--- src/rtl/txb_pkg.sv ---
// Shared types for the bus-write to DAC transmit bridge.
// Assumes nothing beyond IEEE 1800-2017 packages.
package txb_pkg;

    // Write handshake states, in the order the machine walks them.
    typedef enum logic [1:0] {
        HS_IDLE    = 2'd0,
        HS_LATCH   = 2'd1,
        HS_ACK     = 2'd2,
        HS_RELEASE = 2'd3
    } hs_state_t;

endpackage

--- src/rtl/txb_rate_gen.sv ---
// Converter sample-enable generator.
// Divides the bus clock by RATIO and pulses en_o for one cycle per period.
// Assumes the converter clock is an exact integer fraction of the bus clock.
module txb_rate_gen #(
    parameter int RATIO = 12
) (
    input  logic clk,
    input  logic rst_n,
    output logic en_o
);

    generate
        if (RATIO <= 1) begin : g_every
            // Converter runs at the bus rate: enable every cycle.
            assign en_o = 1'b1;
        end else begin : g_div
            localparam int CW = $clog2(RATIO);
            localparam logic [CW-1:0] LAST = CW'(RATIO - 1);

            logic [CW-1:0] cnt_q;

            // Free-running modulo-RATIO counter.
            always_ff @(posedge clk) begin
                if (!rst_n)
                    cnt_q <= '0;
                else if (cnt_q == LAST)
                    cnt_q <= '0;
                else
                    cnt_q <= cnt_q + 1'b1;
            end

            assign en_o = (cnt_q == LAST);

            // an enable is never followed directly by another one.
            p_en_gap_r4: assert property (@(posedge clk) disable iff (!rst_n)
                en_o |=> !en_o);

            // the period restarts from zero after each enable.
            p_en_restart_r4: assert property (@(posedge clk) disable iff (!rst_n)
                en_o |=> (cnt_q == '0));
        end
    endgenerate

endmodule

--- src/rtl/txb_wr_handshake.sv ---
// Host write handshake and holding register.
// Walks IDLE -> LATCH -> ACK -> RELEASE. It captures the bus word in LATCH,
// raises ready in ACK, and waits in RELEASE until the strobe goes high.
// A new write is not entered while a captured word is still pending.
// Assumes the write strobe and data are synchronous to clk.
module txb_wr_handshake
    import txb_pkg::*;
#(
    parameter int BUS_W = 32
) (
    input  logic             clk,
    input  logic             rst_n,
    input  logic             wr_n_i,
    input  logic [BUS_W-1:0] data_i,
    input  logic             consume_i,
    output logic             rdy_o,
    output logic [BUS_W-1:0] hold_o,
    output logic             pend_o
);

    hs_state_t        state_q, state_d;
    logic [BUS_W-1:0] hold_q;
    logic             pend_q;

    // Next-state logic of the four-state write handshake.
    always_comb begin
        state_d = state_q;
        unique case (state_q)
            HS_IDLE:    if (!wr_n_i && !pend_q) state_d = HS_LATCH;
            HS_LATCH:   state_d = HS_ACK;
            HS_ACK:     state_d = HS_RELEASE;
            HS_RELEASE: if (wr_n_i) state_d = HS_IDLE;
            default:    state_d = HS_IDLE;
        endcase
    end

    // State register.
    always_ff @(posedge clk) begin
        if (!rst_n) state_q <= HS_IDLE;
        else        state_q <= state_d;
    end

    // Holding register: takes the bus word while in LATCH.
    always_ff @(posedge clk) begin
        if (!rst_n)                  hold_q <= '0;
        else if (state_q == HS_LATCH) hold_q <= data_i;
    end

    // Pending flag: set by a capture, cleared when the output stage takes the word.
    always_ff @(posedge clk) begin
        if (!rst_n)                   pend_q <= 1'b0;
        else if (state_q == HS_LATCH) pend_q <= 1'b1;
        else if (consume_i)           pend_q <= 1'b0;
    end

    assign rdy_o  = (state_q == HS_ACK);
    assign hold_o = hold_q;
    assign pend_o = pend_q;

    // ready lasts exactly one cycle.
    p_rdy_single_r2: assert property (@(posedge clk) disable iff (!rst_n)
        rdy_o |=> !rdy_o);

    // after ready the machine waits for a high strobe before a new capture.
    p_wait_release_r2: assert property (@(posedge clk) disable iff (!rst_n)
        (state_q == HS_RELEASE && !wr_n_i) |=> (state_q == HS_RELEASE));

    // a ready is always preceded by a strobe sampled low two cycles earlier.
    p_rdy_after_strobe_r1: assert property (@(posedge clk) disable iff (!rst_n)
        $rose(rdy_o) |-> $past(!wr_n_i, 2));

    // no capture starts while a word is still pending.
    p_withhold_r3: assert property (@(posedge clk) disable iff (!rst_n)
        (state_q == HS_IDLE && pend_q && !consume_i) |=> (state_q != HS_LATCH));

    // the output stage only takes a word that is pending.
    p_consume_pending_r6: assert property (@(posedge clk) disable iff (!rst_n)
        consume_i |-> pend_q);

endmodule

--- src/rtl/txb_dac_stage.sv ---
// DAC output register with I/Q unpacking and underrun detection.
// On each sample enable it loads the pending word (I from the low half,
// Q from the high half, each cut to its DAC_W most significant bits), or
// holds the outputs and flags an underrun once the stream has started.
// Assumes DAC_W <= BUS_W / 2.
module txb_dac_stage #(
    parameter int BUS_W = 32,
    parameter int DAC_W = 14
) (
    input  logic             clk,
    input  logic             rst_n,
    input  logic             en_i,
    input  logic             pend_i,
    input  logic [BUS_W-1:0] hold_i,
    output logic             consume_o,
    output logic [DAC_W-1:0] dac_i_o,
    output logic [DAC_W-1:0] dac_q_o,
    output logic             tick_o,
    output logic             underrun_o
);

    localparam int FIELD_W = BUS_W / 2;
    localparam int DROP_W  = FIELD_W - DAC_W;

    logic [DAC_W-1:0] i_field, q_field;
    logic [DAC_W-1:0] dac_i_q, dac_q_q;
    logic             tick_q, underrun_q, armed_q;

    // Pick the most significant DAC_W bits of each half of the word.
    assign i_field = hold_i[FIELD_W-1 -: DAC_W];
    assign q_field = hold_i[BUS_W-1   -: DAC_W];

    generate
        if (DROP_W > 0) begin : g_drop
            // The dropped low bits of each half are deliberately left unused.
            logic drop_unused;
            assign drop_unused = ^{hold_i[DROP_W-1:0], hold_i[FIELD_W +: DROP_W]};
        end
    endgenerate

    assign consume_o = en_i & pend_i;

    // Output register: load on a fresh word, otherwise hold.
    always_ff @(posedge clk) begin
        if (!rst_n) begin
            dac_i_q <= '0;
            dac_q_q <= '0;
        end else if (consume_o) begin
            dac_i_q <= i_field;
            dac_q_q <= q_field;
        end
    end

    // Update pulse aligned with the cycle the outputs change.
    always_ff @(posedge clk) begin
        if (!rst_n) tick_q <= 1'b0;
        else        tick_q <= en_i;
    end

    // Arming: the first delivered word enables underrun detection.
    always_ff @(posedge clk) begin
        if (!rst_n)         armed_q <= 1'b0;
        else if (consume_o) armed_q <= 1'b1;
    end

    // Sticky underrun: a sample instant with nothing pending after arming.
    always_ff @(posedge clk) begin
        if (!rst_n)                          underrun_o_set_clear: underrun_q <= 1'b0;
        else if (en_i && !pend_i && armed_q) underrun_q <= 1'b1;
    end

    assign dac_i_o    = dac_i_q;
    assign dac_q_o    = dac_q_q;
    assign tick_o     = tick_q;
    assign underrun_o = underrun_q;

    // a sample instant without a fresh word leaves both outputs unchanged.
    p_hold_on_starve_r7: assert property (@(posedge clk) disable iff (!rst_n)
        (en_i && !pend_i) |=> ($stable(dac_i_q) && $stable(dac_q_q)));

    // the underrun flag never clears outside reset.
    p_underrun_sticky_r7: assert property (@(posedge clk) disable iff (!rst_n)
        underrun_q |=> underrun_q);

    // no underrun before the first word has been delivered.
    p_no_early_underrun_r8: assert property (@(posedge clk) disable iff (!rst_n)
        !armed_q |-> !underrun_q);

    // outputs only change in the cycle the update pulse is shown.
    p_change_on_tick_r4: assert property (@(posedge clk) disable iff (!rst_n)
        !tick_q |-> ($stable(dac_i_q) && $stable(dac_q_q)));

endmodule

--- src/rtl/async_dac_tx_bridge.sv ---
// Top of the bus-write to dual-DAC transmit bridge.
// Connects the write handshake, the converter-rate divider and the DAC
// output stage. One bus word carries one I/Q pair; no FIFO is used.
// Assumes bus strobe/data are synchronous to clk and that the converter
// runs at exactly clk / RATIO.
module async_dac_tx_bridge #(
    parameter int BUS_W = 32,
    parameter int DAC_W = 14,
    parameter int RATIO = 12
) (
    input  logic             clk,
    input  logic             rst_n,
    input  logic             bus_wr_n,
    input  logic [BUS_W-1:0] bus_wdata,
    output logic             bus_ready,
    output logic [DAC_W-1:0] dac_i,
    output logic [DAC_W-1:0] dac_q,
    output logic             dac_update,
    output logic             underrun
);

    logic             sample_en;
    logic             consume;
    logic             pending;
    logic [BUS_W-1:0] hold_word;

    txb_rate_gen #(
        .RATIO (RATIO)
    ) u_rate (
        .clk   (clk),
        .rst_n (rst_n),
        .en_o  (sample_en)
    );

    txb_wr_handshake #(
        .BUS_W (BUS_W)
    ) u_hs (
        .clk       (clk),
        .rst_n     (rst_n),
        .wr_n_i    (bus_wr_n),
        .data_i    (bus_wdata),
        .consume_i (consume),
        .rdy_o     (bus_ready),
        .hold_o    (hold_word),
        .pend_o    (pending)
    );

    txb_dac_stage #(
        .BUS_W (BUS_W),
        .DAC_W (DAC_W)
    ) u_dac (
        .clk        (clk),
        .rst_n      (rst_n),
        .en_i       (sample_en),
        .pend_i     (pending),
        .hold_i     (hold_word),
        .consume_o  (consume),
        .dac_i_o    (dac_i),
        .dac_q_o    (dac_q),
        .tick_o     (dac_update),
        .underrun_o (underrun)
    );

    // reset clears ready and the DAC-side outputs (checked one cycle on).
    p_reset_state_r9: assert property (@(posedge clk)
        !rst_n |=> (!bus_ready && !dac_update && !underrun && dac_i == '0 && dac_q == '0));

endmodule

--- config.mk ---
export PLATFORM = sky130hd
export DESIGN_NAME = async_dac_tx_bridge
export DESIGN_NICKNAME = d
export VERILOG_FILES = /design/src/rtl/txb_pkg.sv /design/src/rtl/txb_rate_gen.sv /design/src/rtl/txb_wr_handshake.sv /design/src/rtl/txb_dac_stage.sv /design/src/rtl/async_dac_tx_bridge.sv
export SDC_FILE = /design/constraint.sdc
export NUM_CORES = 1
export LEC_CHECK = 0
export ABC_AREA = 1
export BUFFER_PORTS_ARGS = -buffer_cell sky130_fd_sc_hd__buf_2
export CAP_MARGIN = 5
export CORE_MARGIN = 1.5
export CORE_UTILIZATION = 45
export DETAILED_ROUTE_END_ITERATION = 12
export PLACE_DENSITY = 0.84
export SETUP_SLACK_MARGIN = 0.5
export SYNTH_ARGS = -nofsm -noshare
export SYNTH_HDL_FRONTEND = slang
export SYNTH_SLANG_ARGS = --single-unit
--- constraint.sdc ---
create_clock -name clk -period 1.3 [get_ports clk]
set_input_delay 0.13 -clock clk [delete_from_list [all_inputs] [get_ports clk]]
set_output_delay 0.13 -clock clk [all_outputs]
set_load 0.05 [all_outputs]
Yosys cells after proc, flatten, opt, wreduce, memory -nomap -nowiden
Index checks and enable logic that the tools add are counted.
{ "word_totals": {"register_bits": 70, "in_bits": 35, "out_inout_bits": 31, "word_cells": 32} }
{ "op_classes": {"addsub": 1, "eq_ne": 6, "n_mux": 5, "n_bitwise": 2, "reduce_logical": 9} }
{ "op_table": {"columns": ["op", "n"], "rows": [
  ["2-bit case mux with 4 select lines", 1],
  ["4-bit by 1-bit adder with 4-bit output, second input constant", 1],
  ["2-bit equality test, second input constant", 2],
  ["4-bit equality test, second input constant", 1],
  ["2-bit 2-to-1 mux", 2],
  ["1-bit logical AND", 3],
  ["2-bit by 1-bit equality test with 1-bit output, second input constant", 1],
  ["1-bit zero test", 2],
  ["2-bit zero test", 1],
  ["1-bit 2-to-1 mux", 2],
  ["2-bit by 1-bit inequality test with 1-bit output, second input constant", 1],
  ["2-bit inequality test, second input constant", 1],
  ["2-bit AND reduction", 1],
  ["2-bit nonzero test", 1],
  ["2-bit OR reduction", 1],
  ["1-bit bitwise AND", 1],
  ["1-bit NOT", 1]
]} }

Longest topological paths before layout
{ "logic_depth": {"ltp_word": 4, "ltp_mapped": 8} }

Hierarchy
A second synthesis with hierarchy kept.
{ "hier_totals": {"hier_cells": 375, "area_unflattened_um2": 2723.9} }
{ "by_module_without_submodules": {"columns": ["module", "instances", "cells_per_inst", "area_per_inst_um2", "seq_area_each_um2"], "rows": [
  ["txb_wr_handshake", 1, 164, 1308.8, 700.7],
  ["txb_dac_stage", 1, 191, 1249.9, 620.6],
  ["txb_rate_gen", 1, 20, 165.2, 80.1]
]} }

Worst setup path before layout
OpenSTA, ideal clock, no wires.
{ "synth_path": {"path_kind": "flip-flop to flip-flop", "from": "register u_hs.state_q[1]", "to": "register u_hs.pend_q, in the netlist u_hs.pend_o", "setup_ns": 0.122, "t_arrival_ns": 1.219, "required_ns": 1.178, "slack_ns": -0.041, "path_stages_with_launch": 8, "path_buffers": 3, "path_cell_list": "dfxtp_1 inv_1 ha_1 buf_2 inv_1 buf_4 buf_2 o22ai_1"} }
{ "synth_between": {"elab_chain_len": 2} }
{ "synth_rtl": {"columns": ["item", "line", "source"], "rows": [
  ["from (decl)", "txb_wr_handshake.sv:21", "hs_state_t state_q, state_d;"],
  ["from (signal assigned)", "txb_wr_handshake.sv:40", "else state_q <= state_d;"],
  ["2-bit by 1-bit equality test with 1-bit output (*)", "txb_wr_handshake.sv:52", "else if (state_q == HS_LATCH) pend_q <= 1'b1;"],
  ["1-bit 2-to-1 mux / 2-bit nonzero test (equally long branches)", null, null],
  ["to (signal assigned)", "txb_wr_handshake.sv:51", "if (!rst_n) pend_q <= 1'b0;"],
  ["to (signal assigned)", "txb_wr_handshake.sv:52", null],
  ["to (signal assigned)", "txb_wr_handshake.sv:53", "else if (consume_i) pend_q <= 1'b0;"],
  ["to (decl)", "txb_wr_handshake.sv:23", "logic pend_q;"]
]} }
Every way passes the cells marked *; elsewhere a longest branch is shown, timed or not.
A chain may end at the register's enable or synchronous reset.

Worst setup path in the final report
{ "layout_path": {"from": "register u_rate.g_div.cnt_q[1]", "to": "register u_dac.dac_q_q[8], in the netlist u_dac.dac_q_o[8]"} }
{ "layout_between": {"elab_chain_len": 2} }
{ "layout_rtl": {"columns": ["item", "line", "source"], "rows": [
  ["from (decl)", "txb_rate_gen.sv:20", "logic [CW-1:0] cnt_q;"],
  ["from (signal assigned)", "txb_rate_gen.sv:29", "cnt_q <= cnt_q + 1'b1;"],
  ["4-bit equality test", "txb_rate_gen.sv:32", "assign en_o = (cnt_q == LAST);"],
  ["1-bit bitwise AND", "txb_dac_stage.sv:41", "assign consume_o = en_i & pend_i;"],
  ["to (signal assigned)", "txb_dac_stage.sv:50", "dac_q_q <= q_field;"],
  ["to (decl)", "txb_dac_stage.sv:26", "logic [DAC_W-1:0] dac_i_q, dac_q_q;"]
]} }
No other way between the ends.

==> results.tsv <==
metric	value	unit
final_antenna_net_count	0	
met3_usage	4.53	%
finalCriticalPeriod	1.27	ns
syn-num-nets	394	
max_cap_viol_count	0	
pre_cts_slack	0.0539	ns
gp_congestion	0.759	
cts_buffer_depth	2	
die_y	78.2	µm
cts_max_level	3	
grt.busiest_layer	met2	
avgSynthCellArea	7.21	µm²
wl_per_cell	13.9	µm
p_per_area	1550	nW/µm²
worstSetupStartpointType	flop	
netlist_instances	353	
grt_max_degree	63	
slowest_stage	dfxtp_2	
antenna_found_initial	0	
run_status	completed	
yosysTopAreaCell	dfxtp_1	
wl	7150	µm
crit_fanout	8	
synth_top_area_share	51.9	%
fin_skew	0.0112	ns
fp.dieW	78.2	µm
synth_area_leaders	dfxtp_1 52%, nor2_1 18%, nand2_1 9.1%	
cp.arrival	1.53	ns
finalCritPeriodShare	97.8	%
fp.dieArea	6120	µm²
worst-setup-path-type	reg -> reg	
required	1.56	ns
drv_slew	0	
hold_class	in -> reg	
drt-initial-drc-count	142	
yosys_warnings	0	
finalWorstSetupSlack	0.0281	ns
grt_usage	22.6	%
timing.fmax	0.786	GHz
grtUsageMet2	41.6	%
setup_viol	0	
grt_use_met1	26.2	%
yosys.cell_count.top_type	nor2_1	
core	5470	µm²
slew_headroom	82.4	%
path_buf_inv	2	
hpwlAfterDp	3370	µm
drcViolationCount	0	
num_vias	2499	
path_cells	ha_4, nand4_1, buf_6, buf_16, nand2_2, nand2_1, nor2_1	
synth_cell_type_count	17	
gr-total-overflow	0	
grt_pass1_vias	2372	
drt-pass1-iter-count	4	
ir_drop	1.03	mV
area_growth_syn_to_layout	67.9	%
vias_per_cell	4.85	
io_pins	66	
rsz0062_at_grt	yes	
hold_viol	0	
cts_tree	built	
drive_gt1_share	50.8	%
io_buffers	61	
cts.sinks	66	
worst_pin_slew	0.265	ns
initial_utilization	46.5	%
synthFlopType	dfxtp_1	
crit_family	buffers and inverters	
ys_ff_latch	66	
ys_seq_area_share	51.9	%
syn_area	2540	µm²
cpPeakStageDelay	0.36	ns
rows	27	
grt_pass1_wl	10800	µm
root_buffer	clkbuf_8	
finalPower	6600	µW
leakagePower	0.00199	µW
num-nets-final	479	
worstSetupEndpointType	flop	
synth_common_cells	119 x nor2_1, 66 x dfxtp_1, 62 x nand2_1	
insertion_delay	0.33	ns
fillers	340	
synth-edff-count	0	
n_antenna_cell	0	
cts_made_buffers	9	
async_flop_share	0	%
clk_pin_slew_worst_paths	0.08	ns
## per-layer routing
| metal | vias up | share of wire (%) |
|---|---|---|
| li1 | 1237 | - |
| met1 | 1175 | 39 |
| met2 | 74 | 55 |
| met3 | 13 | 4.6 |
| met4 | 0 | 1.2 |
| met5 | - | 0 |
## repair_timing
action	4_1_cts	5_1_grt
resized for setup	224	45
endpoints found under the setup margin	96	97
hold buffers	0	0
pin swaps	18	23
buffers inserted	12	5
gates cloned	4	3
## final cells by class
type                    count  area [µm²]  share of cell area (%)
clock inverters             4        22.5                   0.527
clock buffers              12         176                    4.13
inverters                  39         159                    3.72
well taps                  72        90.1                    2.11
flip-flops and latches     66        1370                    32.1
multi-input cells         229        1400                    32.7
repair buffers             93        1060                    24.7
## report_power, final
part | switching, µW | total (µW) | internal, µW | leakage (µW)
logic | 1180 | 2240 | 1060 | 0.00133
clock network | 753 | 1660 | 903 | 0.000103
registers | 291 | 2710 | 2420 | 0.000556
## final timing paths
kind / startpoint / to / slack (ns) / cells after the start
worst max-delay path: u_rate.g_div.cnt_q[1] / u_dac.dac_q_o[8] / 0.03 / 7
worst max register to register: u_rate.g_div.cnt_q[1] / u_dac.dac_q_o[8] / 0.03 / 7
worst min register to register: u_hs.hold_o[24] / u_dac.dac_q_o[6] / 0.48 / 2
worst min-delay path: bus_wdata[31] / u_hs.hold_o[31] / 0.04 / 3
## tightest hold or removal path, stage by stage
cell and delay, ns:
buf_2 0.08, nor2_2 0.03, nor2_1 0.07
## flip-flops by register name, indices dropped and copies added (netlist names)
register,cells
u_hs.hold_o,28
u_dac.dac_i_o,14
u_dac.dac_q_o,14
u_rate.g_div.cnt_q,4
u_hs.state_q,2
u_dac.armed_q,1
u_dac.tick_o,1
u_dac.underrun_o,1
u_hs.pend_o,1
## logic make-up (layout without fill, tap and decap cells)
| kind of cell | count (synthesis) | after routing | synth area share (%) |
|---|---|---|---|
| AOI/OAI and AO/OA | 34 | 34 | 6.74 |
| adders and majority gates | 6 | 6 | 2.95 |
| buffers and inverters | 58 | 148 | 9.73 |
| DFF | 66 | 66 | 51.9 |
| and+or+nand+nor | 187 | 187 | 28.0 |
| xor gates and xnor gates | 2 | 2 | 0.688 |
## cells in the final DEF (no fill, tap or decap), drive strengths merged
| master | n |
|---|---|
| nor2 | 119 |
| o21ai | 30 |
| clkinvlp | 1 |
| clkbuf | 15 |
| buf | 90 |
| nand3 | 4 |
| xnor2 | 1 |
| nand4 | 2 |
| dfxtp | 66 |
| clkinv | 3 |
| a21oi | 3 |
| o22ai | 1 |
| nand2 | 62 |
| ha | 6 |
| xor2 | 1 |
| inv | 39 |
## through the flow
stage	std cells	area, µm²	hold slack, ns	setup TNS [ns]	util, %
finish	515	4270	0.0358	0	78.1
global route	515	4270	0.0356	-0.440	78.1
CTS	507	4000	0.0142	0	73.1
detailed placement	475	3000	0.341	0	54.8
global placement	475	3000	0.334	0	54.8
floorplan	353	2640	0.246	0	-
(Power assumes the default switching activity.)
